==> config.mk <==
export PLATFORM = sky130hd
export DESIGN_NAME = zp_bit_branch
export DESIGN_NICKNAME = d
export VERILOG_FILES = /design/src/rtl/zp_bit_branch_pkg.sv /design/src/rtl/zp_bit_branch_ctrl.sv /design/src/rtl/zp_bit_branch_dp.sv /design/src/rtl/zp_bit_branch.sv
export SDC_FILE = /design/constraint.sdc
export NUM_CORES = 1
export LEC_CHECK = 0
export ABC_AREA = 1
export BUFFER_PORTS_ARGS = -buffer_cell sky130_fd_sc_hd__buf_2
export CAP_MARGIN = 20
export CELL_PAD_IN_SITES_DETAIL_PLACEMENT = 1
export CELL_PAD_IN_SITES_GLOBAL_PLACEMENT = 2
export CORE_UTILIZATION = 30
export DETAILED_ROUTE_END_ITERATION = 8
export PLACE_DENSITY_LB_ADDON = 0.1
export SLEW_MARGIN = 20
export SYNTH_ARGS = -nofsm -noshare
export SYNTH_HDL_FRONTEND = slang
export SYNTH_SLANG_ARGS = --single-unit
==> constraint.sdc <==
create_clock -name clk -period 3.1 [get_ports clk]
set_input_delay 0.155 -clock clk [delete_from_list [all_inputs] [get_ports clk]]
set_output_delay 0.155 -clock clk [all_outputs]
set_load 0.01 [all_outputs]
==> src/rtl/zp_bit_branch_pkg.sv <==
package zp_bit_branch_pkg;
  typedef enum logic [2:0] {
    ST_IDLE, ST_FETCH_ZP, ST_READ, ST_EVAL, ST_DONE
  } seqState_t;

  typedef struct packed {
    logic capOp;
    logic capZp;
    logic rdEn;
    logic capEval;
    logic finish;
  } seqStrobes_t;

  localparam logic [3:0] LOW_NIBBLE = 4'hF;
endpackage

==> src/rtl/zp_bit_branch_ctrl.sv <==
module zp_bit_branch_ctrl
  import zp_bit_branch_pkg::*;
(
  input  logic        clk,
  input  logic        rstN,
  input  logic        start,
  input  logic [7:0]  opcode,
  output seqStrobes_t strobes
);
  seqState_t state, stateNext;
  logic canAccept;
  logic accept;

  assign canAccept = (state == ST_IDLE) || (state == ST_DONE);
  assign accept    = start && (opcode[3:0] == LOW_NIBBLE) && canAccept;

  always_comb begin
    stateNext = state;
    unique case (state)
      ST_IDLE:     if (accept) stateNext = ST_FETCH_ZP;
      ST_FETCH_ZP: stateNext = ST_READ;
      ST_READ:     stateNext = ST_EVAL;
      ST_EVAL:     stateNext = ST_DONE;
      ST_DONE:     stateNext = accept ? ST_FETCH_ZP : ST_IDLE;
      default:     stateNext = ST_IDLE;
    endcase
  end

  always_ff @(posedge clk or negedge rstN) begin
    if (!rstN) state <= ST_IDLE;
    else       state <= stateNext;
  end

  assign strobes.capOp   = accept;
  assign strobes.capZp   = (state == ST_FETCH_ZP);
  assign strobes.rdEn    = (state == ST_READ);
  assign strobes.capEval = (state == ST_EVAL);
  assign strobes.finish  = (state == ST_DONE);
endmodule

==> src/rtl/zp_bit_branch_dp.sv <==
module zp_bit_branch_dp
  import zp_bit_branch_pkg::*;
#(
  parameter int ADDR_W    = 16,
  parameter int INSTR_LEN = 3
) (
  input  logic              clk,
  input  logic              rstN,
  input  seqStrobes_t       strobes,
  input  logic [7:0]        opcode,
  input  logic [7:0]        operandByte,
  input  logic [7:0]        memData,
  input  logic [ADDR_W-1:0] pc,
  output logic [ADDR_W-1:0] zpReadAddr,
  output logic [ADDR_W-1:0] nextPc,
  output logic              taken
);
  localparam int HI_W = ADDR_W - 8;
  localparam logic [ADDR_W-1:0] LEN = ADDR_W'(INSTR_LEN);

  logic [7:0]        opReg;
  logic [7:0]        zpReg;
  logic [ADDR_W-1:0] pcReg;
  logic              testedBit;
  logic              takeNow;
  logic [ADDR_W-1:0] fallThrough;
  logic [ADDR_W-1:0] dispExt;

  assign testedBit   = memData[opReg[6:4]];
  assign takeNow     = opReg[7] ? testedBit : !testedBit;
  assign fallThrough = pcReg + LEN;
  assign dispExt     = {{HI_W{operandByte[7]}}, operandByte};
  assign zpReadAddr  = {{HI_W{1'b0}}, zpReg};

  always_ff @(posedge clk or negedge rstN) begin
    if (!rstN) begin
      opReg  <= '0;
      zpReg  <= '0;
      pcReg  <= '0;
      nextPc <= '0;
      taken  <= 1'b0;
    end else begin
      if (strobes.capOp) begin
        opReg <= opcode;
        pcReg <= pc;
      end
      if (strobes.capZp) zpReg <= operandByte;
      if (strobes.capEval) begin
        taken  <= takeNow;
        nextPc <= takeNow ? fallThrough + dispExt : fallThrough;
      end
    end
  end
endmodule

==> src/rtl/zp_bit_branch.sv <==
module zp_bit_branch
  import zp_bit_branch_pkg::*;
#(
  parameter int ADDR_W    = 16,
  parameter int INSTR_LEN = 3
) (
  input  logic              clk,
  input  logic              rstN,
  input  logic              start,
  input  logic [7:0]        opcode,
  input  logic [7:0]        operandByte,
  input  logic [7:0]        memData,
  input  logic [ADDR_W-1:0] pc,
  output logic              zpReadEn,
  output logic [ADDR_W-1:0] zpReadAddr,
  output logic [ADDR_W-1:0] nextPc,
  output logic              taken,
  output logic              done
);
  seqStrobes_t strobes;
  logic        accepted;

  zp_bit_branch_ctrl u_ctrl (
    .clk     (clk),
    .rstN    (rstN),
    .start   (start),
    .opcode  (opcode),
    .strobes (strobes)
  );

  zp_bit_branch_dp #(.ADDR_W(ADDR_W), .INSTR_LEN(INSTR_LEN)) u_dp (
    .clk         (clk),
    .rstN        (rstN),
    .strobes     (strobes),
    .opcode      (opcode),
    .operandByte (operandByte),
    .memData     (memData),
    .pc          (pc),
    .zpReadAddr  (zpReadAddr),
    .nextPc      (nextPc),
    .taken       (taken)
  );

  assign accepted = strobes.capOp;
  assign zpReadEn = strobes.rdEn;
  assign done     = strobes.finish;
endmodule

# --- Word-level counts from Yosys, hierarchy flattened ---
# Cells that the tools add are included.
op_classes:
  n_addsub: 2
  order_cmp: 1
  n_eq_ne: 6
  n_mux: 7
  reduce_logical: 5
op_table:
  columns: ["operator", "n"]
  rows:
  - ["adder 16 bit", 1]
  - ["adder 16 x 2 -> 16 bit, second input constant", 1]
  - ["2-to-1 mux 16 bit", 1]
  - ["one-hot mux 3 bit (5 select lines)", 1]
  - ["== test 3 x 2 -> 1 bit, second input constant", 2]
  - ["== test 4 bit, second input constant", 1]
  - ["< comparator 3 x 4 -> 1 bit, second input constant", 1]
  - ["binary-select mux 1 bit (select 3 bit)", 1]
  - ["== test 3 x 1 -> 1 bit, second input constant", 1]
  - ["== test 3 bit, second input constant", 1]
  - ["logical NOT 3 bit", 1]
  - ["2-to-1 mux 1 bit", 3]
  - ["2-to-1 mux 3 bit", 1]
  - ["logical AND 1 bit", 2]
  - ["!= test 2 x 1 -> 1 bit, second input constant", 1]
  - ["logical NOT 1 bit", 1]
  - ["logical OR 1 bit", 1]
word_totals:
  register_bits: 52
  output_inout_bits: 35

# --- Depth between registers and ports, before layout ---
# Gate-level depths: netlist (run 1).
logic_depth:
  depth_word: 5
  depth_mapped: 21

# --- Hierarchy ---
# From an unflattened synthesis (run 1), not the netlist that was laid out.
hier_totals:
  hier_cells: 479
  area_unflattened_um2: 3408.3
modules_own_cells:
  columns: ["mod", "n_inst", "cells_per_inst", "area_per_inst_um2"]
  rows:
  - ["zp_bit_branch_dp", 1, 454, 3239.4]
  - ["zp_bit_branch_ctrl", 1, 25, 168.9]

# --- Worst setup path after synthesis (run 1) ---
# OpenSTA, ideal clock, no wires.
synth_timing:
  path_type: "reg-to-reg"
  start: "register u_dp.pcReg[0]"
  end: "register u_dp.nextPc[10]"
  setup_ns: 0.121
  t_arrival_ns: 2.260
  required_time_ns: 2.979
  slack_ns: 0.718
  path_stages_with_launch: 18
  path_buffers: 0
  period_less_slack_ns: 2.382
  path_cell_list: "dfrtp_1 -> inv_1 -> ha_1 -> nor2_1 -> nand2_1 -> inv_2 -> or2_2 -> nand2_1 -> inv_1 -> ha_1 -> nand2_1 -> inv_1 -> nand3_1 -> nand2_1 -> a21oi_1 -> or2_2 -> nand3_1 -> a21oi_1"
synth_between:
  elab_chain_len: 3
synth_rtl:
  columns: ["element", "line_no", "rtl"]
  rows:
  - ["start: declaration", "zp_bit_branch_dp.sv:23", "logic [ADDR_W-1:0] pcReg;"]
  - ["start signal: assignment", "zp_bit_branch_dp.sv:45", "pcReg <= pc;"]
  - ["adder 16 x 2 -> 16 bit *", "zp_bit_branch_dp.sv:31", "assign fallThrough = pcReg + LEN;"]
  - ["adder 16 bit", "zp_bit_branch_dp.sv:50", "nextPc <= takeNow ? fallThrough + dispExt : fallThrough;"]
  - ["2-to-1 mux 16 bit *", "zp_bit_branch_dp.sv:50", null]
  - ["end signal: assignment", "zp_bit_branch_dp.sv:50", null]
  - ["end: declaration", "zp_bit_branch_dp.sv:15", "output logic [ADDR_W-1:0] nextPc,"]
# Every way passes the cells marked *; elsewhere a longest branch is shown, timed or not.
# A chain may end at the register's enable or synchronous reset.

# --- Worst setup path in the final report (run 1) ---
# Ends and elaborated chain as after synthesis.

==> impl_metrics.env, run 1 <==
export IMPL_track_usage_pct=18.42
export IMPL_yosys_warnings=0
export IMPL_placementRows=38
export IMPL_worst_ir_drop_vdd_uv=315.0
export IMPL_path_clk_slew_ps=70
export IMPL_worstSetupPathType="reg -> reg"
export IMPL_first_iter_violations=86
export IMPL_drc_errors=0
export IMPL_design_area_um2=4005
export IMPL_clock_skew_ps=7.848
export IMPL_clkSinkCount=48
export IMPL_syn_to_final_growth_pct=18.16
export IMPL_avgSynthCellArea_um2=7.401
export IMPL_grt_pass1_vias=3217
export IMPL_post_cts_buffers=0
export IMPL_r2r_slack_ps=430
export IMPL_cp_max_fo=6
export IMPL_tns_ps=0
export IMPL_syn_area_um2=3390
export IMPL_min_period_ps=2669
export IMPL_die_h_um=108.3
export IMPL_synth_cells=458
export IMPL_vias=3130
export IMPL_grt_max_degree=36
export IMPL_r2r_start="u_dp.pcReg[0]"
export IMPL_arrival_ps=2850
export IMPL_htreeDepth=2
export IMPL_layout_commonest_cell="nand2_1"
export IMPL_post_route_period_util_pct=86.10
export IMPL_postLayoutCoreUtil_pct=36.62
export IMPL_critPathLaunchType="flop"
export IMPL_setup_ws_ps=430.9
export IMPL_holdWs_ps=95.84
export IMPL_rsz0062_at_grt="false"
export IMPL_die_w_um=108.3
export IMPL_wl_mm=9.786
export IMPL_synth_cell_types=34
export IMPL_placed_area_um2=3845
export IMPL_cts_root_buf="clkbuf_16"
export IMPL_viasPerCell=4.672
export IMPL_maxCapViolCount=0
export IMPL_antennaDiodeCount=0
export IMPL_cts_tree="built"
export IMPL_ys_seq_elements=48
export IMPL_ys_seq_area_share_pct=35.44
export IMPL_pwr_density_cell_nw_per_um2=1103
export IMPL_grt_pass1_wl_mm=16.42
export IMPL_gp_congestion=0.8028
export IMPL_end_kind="flop"
export IMPL_dr_pass1_iters=4
export IMPL_port_buffers=69
export IMPL_dp_hpwl_mm=7.725
export IMPL_worst_pin_slew_ps=657.9
export IMPL_most_common_layout_cells="nand2_1, buf_2, inv_1"
export IMPL_final_nets=592
export IMPL_start_util_pct=31.00
export IMPL_cp_required_ps=3290
export IMPL_p_leak_nw=2.187
export IMPL_antenna_left=0
export IMPL_antenna_found_initial=0
export IMPL_crit_start="u_dp.pcReg[0]"
export IMPL_status="completed"
export IMPL_io_pins=78
export IMPL_hp_class="in -> reg"
export IMPL_overflow=0
export IMPL_relSlewSlack_pct=56.14
export IMPL_clock_path_buffers=2
export IMPL_drive_gt1_share_pct=21.13
export IMPL_finalMaxSlewViolations=0
export IMPL_finalSetupViolations=0
export IMPL_dpl_worst_slack_ps=314.6
export IMPL_drt_wirelength_per_cell_um=14.61
export IMPL_coreArea_um2=10940
export IMPL_hold_viol_final=0
export IMPL_clock_fmax_ghz=0.3747
export IMPL_die_area_um2=11730
export IMPL_min_from="pc[9]"
export IMPL_clkLatencyLatePin_ps=290
export IMPL_numCtsBuffers=5
## flip-flops by register name, summed over array words and instances, names as in the netlist
| signal | cells |
|---|---|
| u_dp.nextPc | 16 |
| u_dp.zpReg | 8 |
| u_dp.opReg | 4 |
| u_ctrl.state | 3 |
| u_dp.taken | 1 |
| u_dp.pcReg | 16 |
## routing by layer
metal  wire length [µm]  vias to the layer above  GRT usage, %
li1                   -                     1588             -
met5                  0                        -             0
met1               4685                     1478         24.22
met4                115                        0         5.019
met3                338                        6         3.315
met2               4647                       58         30.94
## cell families (layout without fill, tap and decap cells)
family | after synthesis | in the layout | share of synthesized area [%]
AND/OR/NAND/NOR | 218 | 218 | 27.91
buffers and inverters | 77 | 142 | 10.26
AO/OA/AOI/OAI | 67 | 67 | 10.74
XOR/XNOR | 14 | 14 | 3.617
flip-flops | 48 | 48 | 35.44
adder cells (fa/ha/maj) | 20 | 20 | 7.604
multiplexers | 13 | 13 | 4.319
other | 1 | 8 | 0.1106
## Yosys cell counts
| library cell | n | share of area (%) |
|---|---|---|
| buf_6 | 1 | 0.33 |
| nor2_1 | 51 | 5.6 |
| conb_1 | 1 | 0.11 |
| ha_1 | 19 | 7.0 |
| a21oi_1 | 38 | 5.6 |
| a21oi_2 | 1 | 0.26 |
| buf_2 | 4 | 0.59 |
| nand3_2 | 5 | 1.5 |
| nand4_2 | 1 | 0.37 |
| o21ai_0 | 14 | 2.1 |
| o21ai_1 | 8 | 1.2 |
| dfrtp_1 | 48 | 35 |
| clkbuf_1 | 2 | 0.22 |
| a21o_1 | 3 | 0.66 |
| nand3b_1 | 2 | 0.44 |
| o211ai_2 | 2 | 0.74 |
| inv_1 | 58 | 6.4 |
| nand4_1 | 1 | 0.18 |
| nor3_1 | 5 | 0.74 |
| and2_1 | 2 | 0.37 |
| o211ai_1 | 1 | 0.22 |
| nand3_1 | 27 | 4.0 |
| xor2_1 | 10 | 2.6 |
| or2_2 | 2 | 0.37 |
| fa_1 | 1 | 0.59 |
| mux2_2 | 13 | 4.3 |
| buf_12 | 1 | 0.59 |
| nand2_4 | 2 | 0.66 |
| nand2_1 | 117 | 13 |
| nor2_4 | 1 | 0.33 |
| xnor2_1 | 4 | 1.0 |
| nand2_2 | 2 | 0.37 |
| inv_2 | 3 | 0.33 |
| buf_4 | 8 | 1.8 |
## cell type report
cell class	count	area [µm²]
fill	1403	6930
multi-input combinational	340	1872
sequential	48	1201
timing repair buffer	73	377.9
inverter	61	229.0
tap	140	175.2
clock buffer	7	142.6
clock inverter	1	7.507
## timing repair
| item | 4_1_cts | 5_1_grt |
|---|---|---|
| endpoints found under the setup margin | 0 | 1 |
| gates resized for setup | 0 | 1 |
| hold buffers | 1 | 0 |
| hold endpoints to repair | 25 | 0 |
## final timing paths
check | endpoint | cells past startpoint
worst max-delay path | u_dp.nextPc[10] | 17
worst min-delay path | u_dp.pcReg[9] | 2
worst max register to register | u_dp.nextPc[10] | 17
worst min register to register | u_dp.nextPc[5] | 2
max in group asynchronous | u_dp.pcReg[13] | 3
min in group asynchronous | u_dp.nextPc[3] | 2
## critical path, stage by stage, from the launching register on
cell     delay, ps
dfrtp_1        380
inv_1          130
ha_1           210
nor2_1          60
nand2_1        100
inv_2           70
or2_2          270
nand2_1         60
inv_1           60
ha_1           350
nand2_1         70
inv_1           70
nand3_1         70
nand2_1        160
a21oi_1        110
or2_2          280
nand3_1         60
a21oi_1         60
## per-stage QoR
stage | instances | power (W)
global route | 670 | 0.004918
floorplan | 465 | 0.003140
CTS | 670 | 0.004504
global placement | 661 | 0.003871
finish | 670 | 0.004419
detailed placement | 661 | 0.003906
## power breakdown
group | total [W] | switching (W) | internal (W)
sequential | 0.00113 | 0.000201 | 0.000925
combinational | 0.00272 | 0.00174 | 0.000982
clock | 0.000570 | 0.000248 | 0.000322
total | 0.00442 | 0.00219 | 0.00223
(Power assumes the default switching activity.)
==> run 2: changes to the inputs <==
- ABC_CLOCK_PERIOD_IN_PS: unset -> 3100
- BUFFER_PORTS_ARGS: -buffer_cell sky130_fd_sc_hd__buf_2 -> -buffer_cell sky130_fd_sc_hd__clkbuf_2
==> impl_metrics.env, run 2 (synthesis results as in run 1) <==
export IMPL_worst_ir_drop_vdd_uv=343.3
export IMPL_antenna_left=0
export IMPL_clock_skew_ps=3.832
export IMPL_maxCapViolCount=0
export IMPL_arrival_ps=2930
export IMPL_r2r_start="u_dp.pcReg[0]"
export IMPL_design_area_um2=4030
export IMPL_worst_r2r_path_depth=15
export IMPL_cp_slowest_stage_delay_ps=360
export IMPL_multiInputGateArea_um2=1872
export IMPL_tns_ps=0
export IMPL_r2r_slack_ps=360
export IMPL_grt_pass1_vias=3164
export IMPL_path_clk_slew_ps=70
export IMPL_post_route_period_util_pct=88.52
export IMPL_min_period_ps=2744
export IMPL_first_iter_violations=74
export IMPL_viasPerCell=4.637
export IMPL_clock_fmax_ghz=0.3644
export IMPL_antenna_found_initial=0
export IMPL_finalSetupViolations=0
export IMPL_die_h_um=108.3
export IMPL_cp_required_ps=3290
export IMPL_cts_resized=0
export IMPL_postLayoutCoreUtil_pct=36.85
export IMPL_cts_tree="built"
export IMPL_holdWs_ps=-3.811
export IMPL_rsz0062_at_grt="false"
export IMPL_drc_errors=0
export IMPL_antennaDiodeCount=0
export IMPL_port_buffers=69
export IMPL_syn_to_final_growth_pct=18.90
export IMPL_final_nets=592
export IMPL_htreeDepth=2
export IMPL_relSlewSlack_pct=36.20
export IMPL_pwr_share_seq_pct=25.1
export IMPL_grt_pass1_wl_mm=16.17
export IMPL_overflow=0
export IMPL_dp_cells=662
export IMPL_switching_share_pct=49.01
export IMPL_clkPwrFrac_pct=14.7
export IMPL_r2r_end="u_dp.nextPc[10]"
export IMPL_io_pins=78
export IMPL_drive_gt1_share_pct=21.51
export IMPL_die_area_um2=11730
export IMPL_p_leak_nw=2.215
export IMPL_most_common_layout_cells="nand2_1, clkbuf_2, inv_1"
export IMPL_placed_area_um2=3852
export IMPL_track_usage_pct=18.12
export IMPL_placementRows=38
export IMPL_wl_mm=9.845
export IMPL_post_cts_buffers=0
export IMPL_pwr_density_cell_nw_per_um2=1124
export IMPL_clkSinkCount=48
export IMPL_numCtsBuffers=5
export IMPL_finalMaxSlewViolations=0
export IMPL_worstSetupPathType="reg -> reg"
export IMPL_cts_hold_fix_buffers=0
export IMPL_vias=3107
export IMPL_worst_pin_slew_ps=956.9
export IMPL_setup_ws_ps=355.9
export IMPL_die_w_um=108.3
export IMPL_layout_commonest_cell="nand2_1"
export IMPL_cp_cell_sequence="inv_1 > ha_1 > nor2_1 > nand2_1 > inv_2 > nand3_1 > o21ai_0 > inv_1 > ha_1 > nand2_1 > o21ai_0 > a21oi_1 > or2_2 > nand3_1 > a21oi_1"
export IMPL_clock_path_buffers=2
export IMPL_fin_cells=670
export IMPL_gp_congestion=0.7900
export IMPL_dp_hpwl_mm=7.813
export IMPL_hold_viol_final=4
export IMPL_power_frac_comb_pct=60.3
export IMPL_intPower_w=0.002310
export IMPL_n_fill_cell=1399
export IMPL_dr_pass1_iters=4
export IMPL_critPathLaunchType="flop"
export IMPL_drt_wirelength_per_cell_um=14.69
export IMPL_dpl_worst_slack_ps=352.4
export IMPL_slowest_stage="ha_1"
export IMPL_grt_max_degree=36
export IMPL_hp_class="in -> async"
export IMPL_cp_max_fo=6
export IMPL_clkLatencyLatePin_ps=300
export IMPL_reg_top3="u_dp.nextPc (16), u_dp.pcReg (16), u_dp.zpReg (8)"
export IMPL_start_util_pct=31.00
export IMPL_status="finished, violations left"
export IMPL_violations="hold timing"
export IMPL_seq_area_um2=1201
export IMPL_cts_root_buf="clkbuf_16"
export IMPL_coreArea_um2=10940
export IMPL_end_kind="flop"
export IMPL_p_switching_w=0.002220
[run 2: stage by stage]
stage	hold slack (ps)	power, W
floorplan	-140.6	0.003140
finish	-3.811	0.004530
detailed placement	350.9	0.003926
global placement	348.6	0.003874
CTS	31.03	0.004619
global route	68.78	0.005003
[run 2: worst max path at each step]
stage | startpoint | end | slack (ps)
6_report | u_dp.pcReg[0] | u_dp.nextPc[10] | 360
5_1_grt | u_dp.pcReg[0] | u_dp.nextPc[12] | 80
4_1_cts | u_dp.pcReg[0] | u_dp.nextPc[10] | 330
3_5_place_dp | u_dp.pcReg[0] | u_dp.nextPc[10] | 350
3_3_place_gp | u_dp.pcReg[0] | u_dp.nextPc[10] | 470
2_1_floorplan | u_dp.pcReg[0] | u_dp.nextPc[10] | 720
[run 2: power groups by stage]
stage,clock [W],combinational [W],sequential (W)
floorplan,0,0.00196,0.00118
global placement,0,0.00273,0.00114
detailed placement,0,0.00277,0.00116
CTS,0.000687,0.00279,0.00114
global route,0.000710,0.00311,0.00118
finish,0.000666,0.00273,0.00114
[run 2: worst max-delay path: cells and delay by family (launching register included)]
family | cells | cell delay [ps]
AOI/OAI and AO/OA | 4 | 670
DFF | 1 | 350
adders and majority gates | 2 | 590
and+or+nand+nor | 6 | 750
buffers and inverters | 3 | 280
[run 2: cell type report]
cell class	instances	area share (%)
clock buffer	6	3.446
clock inverter	2	0.9624
inverter	61	5.681
multi-input combinational	340	46.45
sequential	48	29.80
tap	140	4.346
timing repair buffer	73	9.314
[run 2: metal layers]
layer / routed length, µm / global-route usage, % / part of all wire [%] / vias to the layer above
met4: 92 / 4.344 / 0.93 / 0
met5: 0 / 0 / 0 / -
met1: 4674 / 23.25 / 47 / 1469
met2: 4799 / 31.89 / 49 / 49
met3: 279 / 2.592 / 2.8 / 5
li1: - / - / - / 1584
==> run 3: changes to the inputs <==
- ABC_AREA: 1 -> unset
- CORE_UTILIZATION: 30 -> 33
==> impl_metrics.env, run 3 <==
export IMPL_status="completed"
export IMPL_dp_cells=510
export IMPL_n_fill_cell=1074
export IMPL_power_frac_comb_pct=63.5
export IMPL_min_period_ps=3073
export IMPL_synthFlopType="dfrtp_1"
export IMPL_pwr_density_cell_nw_per_um2=1087
export IMPL_cts_tree="built"
export IMPL_clkSinkCount=48
export IMPL_avgSynthCellArea_um2=9.816
export IMPL_clock_path_buffers=2
export IMPL_dr_pass1_iters=4
export IMPL_wl_mm=8.530
export IMPL_yosys_warnings=0
export IMPL_placementRows=35
export IMPL_htreeDepth=2
export IMPL_p_leak_nw=1.961
export IMPL_antenna_left=0
export IMPL_layout_commonest_cell="clkbuf_2"
export IMPL_start_util_pct=33.89
export IMPL_grt_pass1_vias=2666
export IMPL_first_iter_violations=46
export IMPL_synth_cell_types=44
export IMPL_viasPerCell=5.074
export IMPL_reg_top3="u_dp.nextPc (16), u_dp.pcReg (16), u_dp.zpReg (8)"
export IMPL_vias=2689
export IMPL_overflow=0
export IMPL_arrival_ps=3270
export IMPL_clock_fmax_ghz=0.3254
export IMPL_post_route_period_util_pct=99.13
export IMPL_cp_required_ps=3300
export IMPL_final_nets=481
export IMPL_worst_ir_drop_vdd_uv=339.1
export IMPL_port_buffers=69
export IMPL_intPower_w=0.002383
export IMPL_setup_ws_ps=26.84
export IMPL_gp_congestion=0.8583
export IMPL_dpl_worst_slack_ps=-40.92
export IMPL_yosys_area_top_type_share_pct=38.73
export IMPL_io_pins=78
export IMPL_switching_share_pct=44.52
export IMPL_placed_area_um2=3691
export IMPL_synth_cells=316
export IMPL_ys_seq_area_share_pct=38.73
export IMPL_path_clk_slew_ps=100
export IMPL_clkPwrFrac_pct=9.2
export IMPL_drt_wirelength_per_cell_um=16.09
export IMPL_maxCapViolCount=0
export IMPL_drive_gt1_share_pct=37.71
export IMPL_synthTopCellsByArea="dfrtp_1, mux2_2, ha_1"
export IMPL_syn_area_um2=3102
export IMPL_end_kind="flop"
export IMPL_numCtsBuffers=5
export IMPL_pwr_share_seq_pct=27.2
export IMPL_grt_max_degree=34
export IMPL_antennaDiodeCount=0
export IMPL_cts_root_buf="clkbuf_8"
export IMPL_clock_skew_ps=13.76
export IMPL_ys_seq_elements=48
export IMPL_synth_most_common_cell="dfrtp_1"
export IMPL_finalMaxSlewViolations=0
export IMPL_coreArea_um2=9153
export IMPL_syn_to_final_growth_pct=27.43
export IMPL_p_switching_w=0.001912
export IMPL_fin_cells=530
export IMPL_most_common_layout_cells="clkbuf_2, dfrtp_1, nand2_1"
export IMPL_postLayoutCoreUtil_pct=43.19
export IMPL_die_w_um=98.95
export IMPL_track_usage_pct=17.86
export IMPL_die_area_um2=9791
export IMPL_finalSetupViolations=0
export IMPL_ys_top_cells_by_count="dfrtp_1, nand2_1, mux2_2, nor2_1"
export IMPL_async_reset_ff_share_pct=100.0
export IMPL_design_area_um2=3953
export IMPL_worst_pin_slew_ps=901.2
export IMPL_antenna_found_initial=0
export IMPL_synth_area_leader_cell="dfrtp_1"
export IMPL_worstSetupPathType="reg -> reg"
export IMPL_hold_viol_final=0
export IMPL_synth_edf_count=0
export IMPL_clkLatencyLatePin_ps=310
export IMPL_critPathLaunchType="flop"
export IMPL_cp_max_fo=4
export IMPL_relSlewSlack_pct=39.92
export IMPL_grt_pass1_wl_mm=13.70
export IMPL_dp_hpwl_mm=6.484
export IMPL_hp_class="in -> reg"
export IMPL_drc_errors=0
export IMPL_die_h_um=98.95
[run 3: cell types whose count changed in the layout (fill, tap and decap cells not counted), sizes merged, moves of 5 or more]
| cell | change |
|---|---|
| nand2 | -86 |
| inv | -52 |
| buf | +29 |
| nor2 | -28 |
| nand3 | -26 |
| a21oi | -20 |
| mux2 | +13 |
| a31oi | +10 |
| xnor2 | +10 |
| o21ai | -8 |
| a21o | +6 |
| mux2i | +5 |
[run 3: final cells by class]
type / count / area [µm²] / share of cell area [%]
clock buffer: 7 / 76.32 / 1.931
clock inverter: 1 / 8.758 / 0.2216
inverter: 9 / 33.78 / 0.8547
multi-input combinational: 251 / 1891 / 47.83
sequential: 48 / 1201 / 30.39
tap: 111 / 138.9 / 3.514
timing repair buffer: 103 / 603.1 / 15.26
[run 3: kinds of logic (layout without fill, tap and decap cells)]
kind of cell | Yosys count | in the layout | synth area share (%)
buffers and inverters | 24 | 120 | 3.953
XOR/XNOR | 23 | 23 | 6.737
multiplexers | 33 | 33 | 12.91
AND/OR/NAND/NOR | 94 | 94 | 14.28
flip-flops | 48 | 48 | 38.73
AO/OA/AOI/OAI | 73 | 73 | 14.97
adder cells (fa/ha/maj) | 20 | 20 | 8.310
other | 1 | 8 | 0.1209
[run 3: worst paths after layout]
kind	from	to	slack, ps	depth (start not counted)
max in group asynchronous	rstN	u_ctrl.state[2]	1830	3
max	u_dp.pcReg[1]	u_dp.nextPc[15]	30	11
min in group asynchronous	rstN	u_dp.nextPc[4]	500	2
min reg2reg	u_dp.taken	u_dp.taken	480	2
max reg2reg	u_dp.pcReg[1]	u_dp.nextPc[15]	30	11
min	pc[15]	u_dp.pcReg[15]	60	3
[run 3: per-layer routing]
layer | wire [µm] | GRT usage (%)
met1 | 4103 | 24.11
met2 | 4053 | 30.02
met3 | 306 | 3.262
met4 | 66 | 3.444
met5 | 0 | 0
[run 3: repair_timing]
action,CTS,global route
setup endpoints to repair,1,3
buffers inserted,1,10
hold endpoints to repair,13,0
pin swaps,0,12
gates resized for setup,2,14
hold buffers,1,0
[run 3: critical path: stages (launching register included)]
cell and delay, ps:
dfrtp_1 380, inv_1 80, ha_2 200, nor2_1 120
xor2_1 310, ha_1 330, a21oi_2 170, o211ai_1 140
a21o_1 220, or4_4 540, and3_1 200, a221o_1 280
[run 3: power groups by stage]
stage | Sequential, W | Clock [W] | Combinational [W]
floorplan | 0.00121 | 0 | 0.00164
global placement | 0.00117 | 0 | 0.00252
detailed placement | 0.00118 | 0 | 0.00255
CTS | 0.00117 | 0.000412 | 0.00259
global route | 0.00121 | 0.000435 | 0.00303
finish | 0.00117 | 0.000396 | 0.00273
[run 3: metrics by stage]
step	hold slack, ps	TNS [ps]	total power (W)
after floorplan	-140.6	0	0.002849
after global placement	322.7	0	0.003688
after detailed placement	336.6	-40.92	0.003734
after CTS	56.20	0	0.004170
after global routing	69.81	-57.85	0.004679
final	62.23	0	0.004294
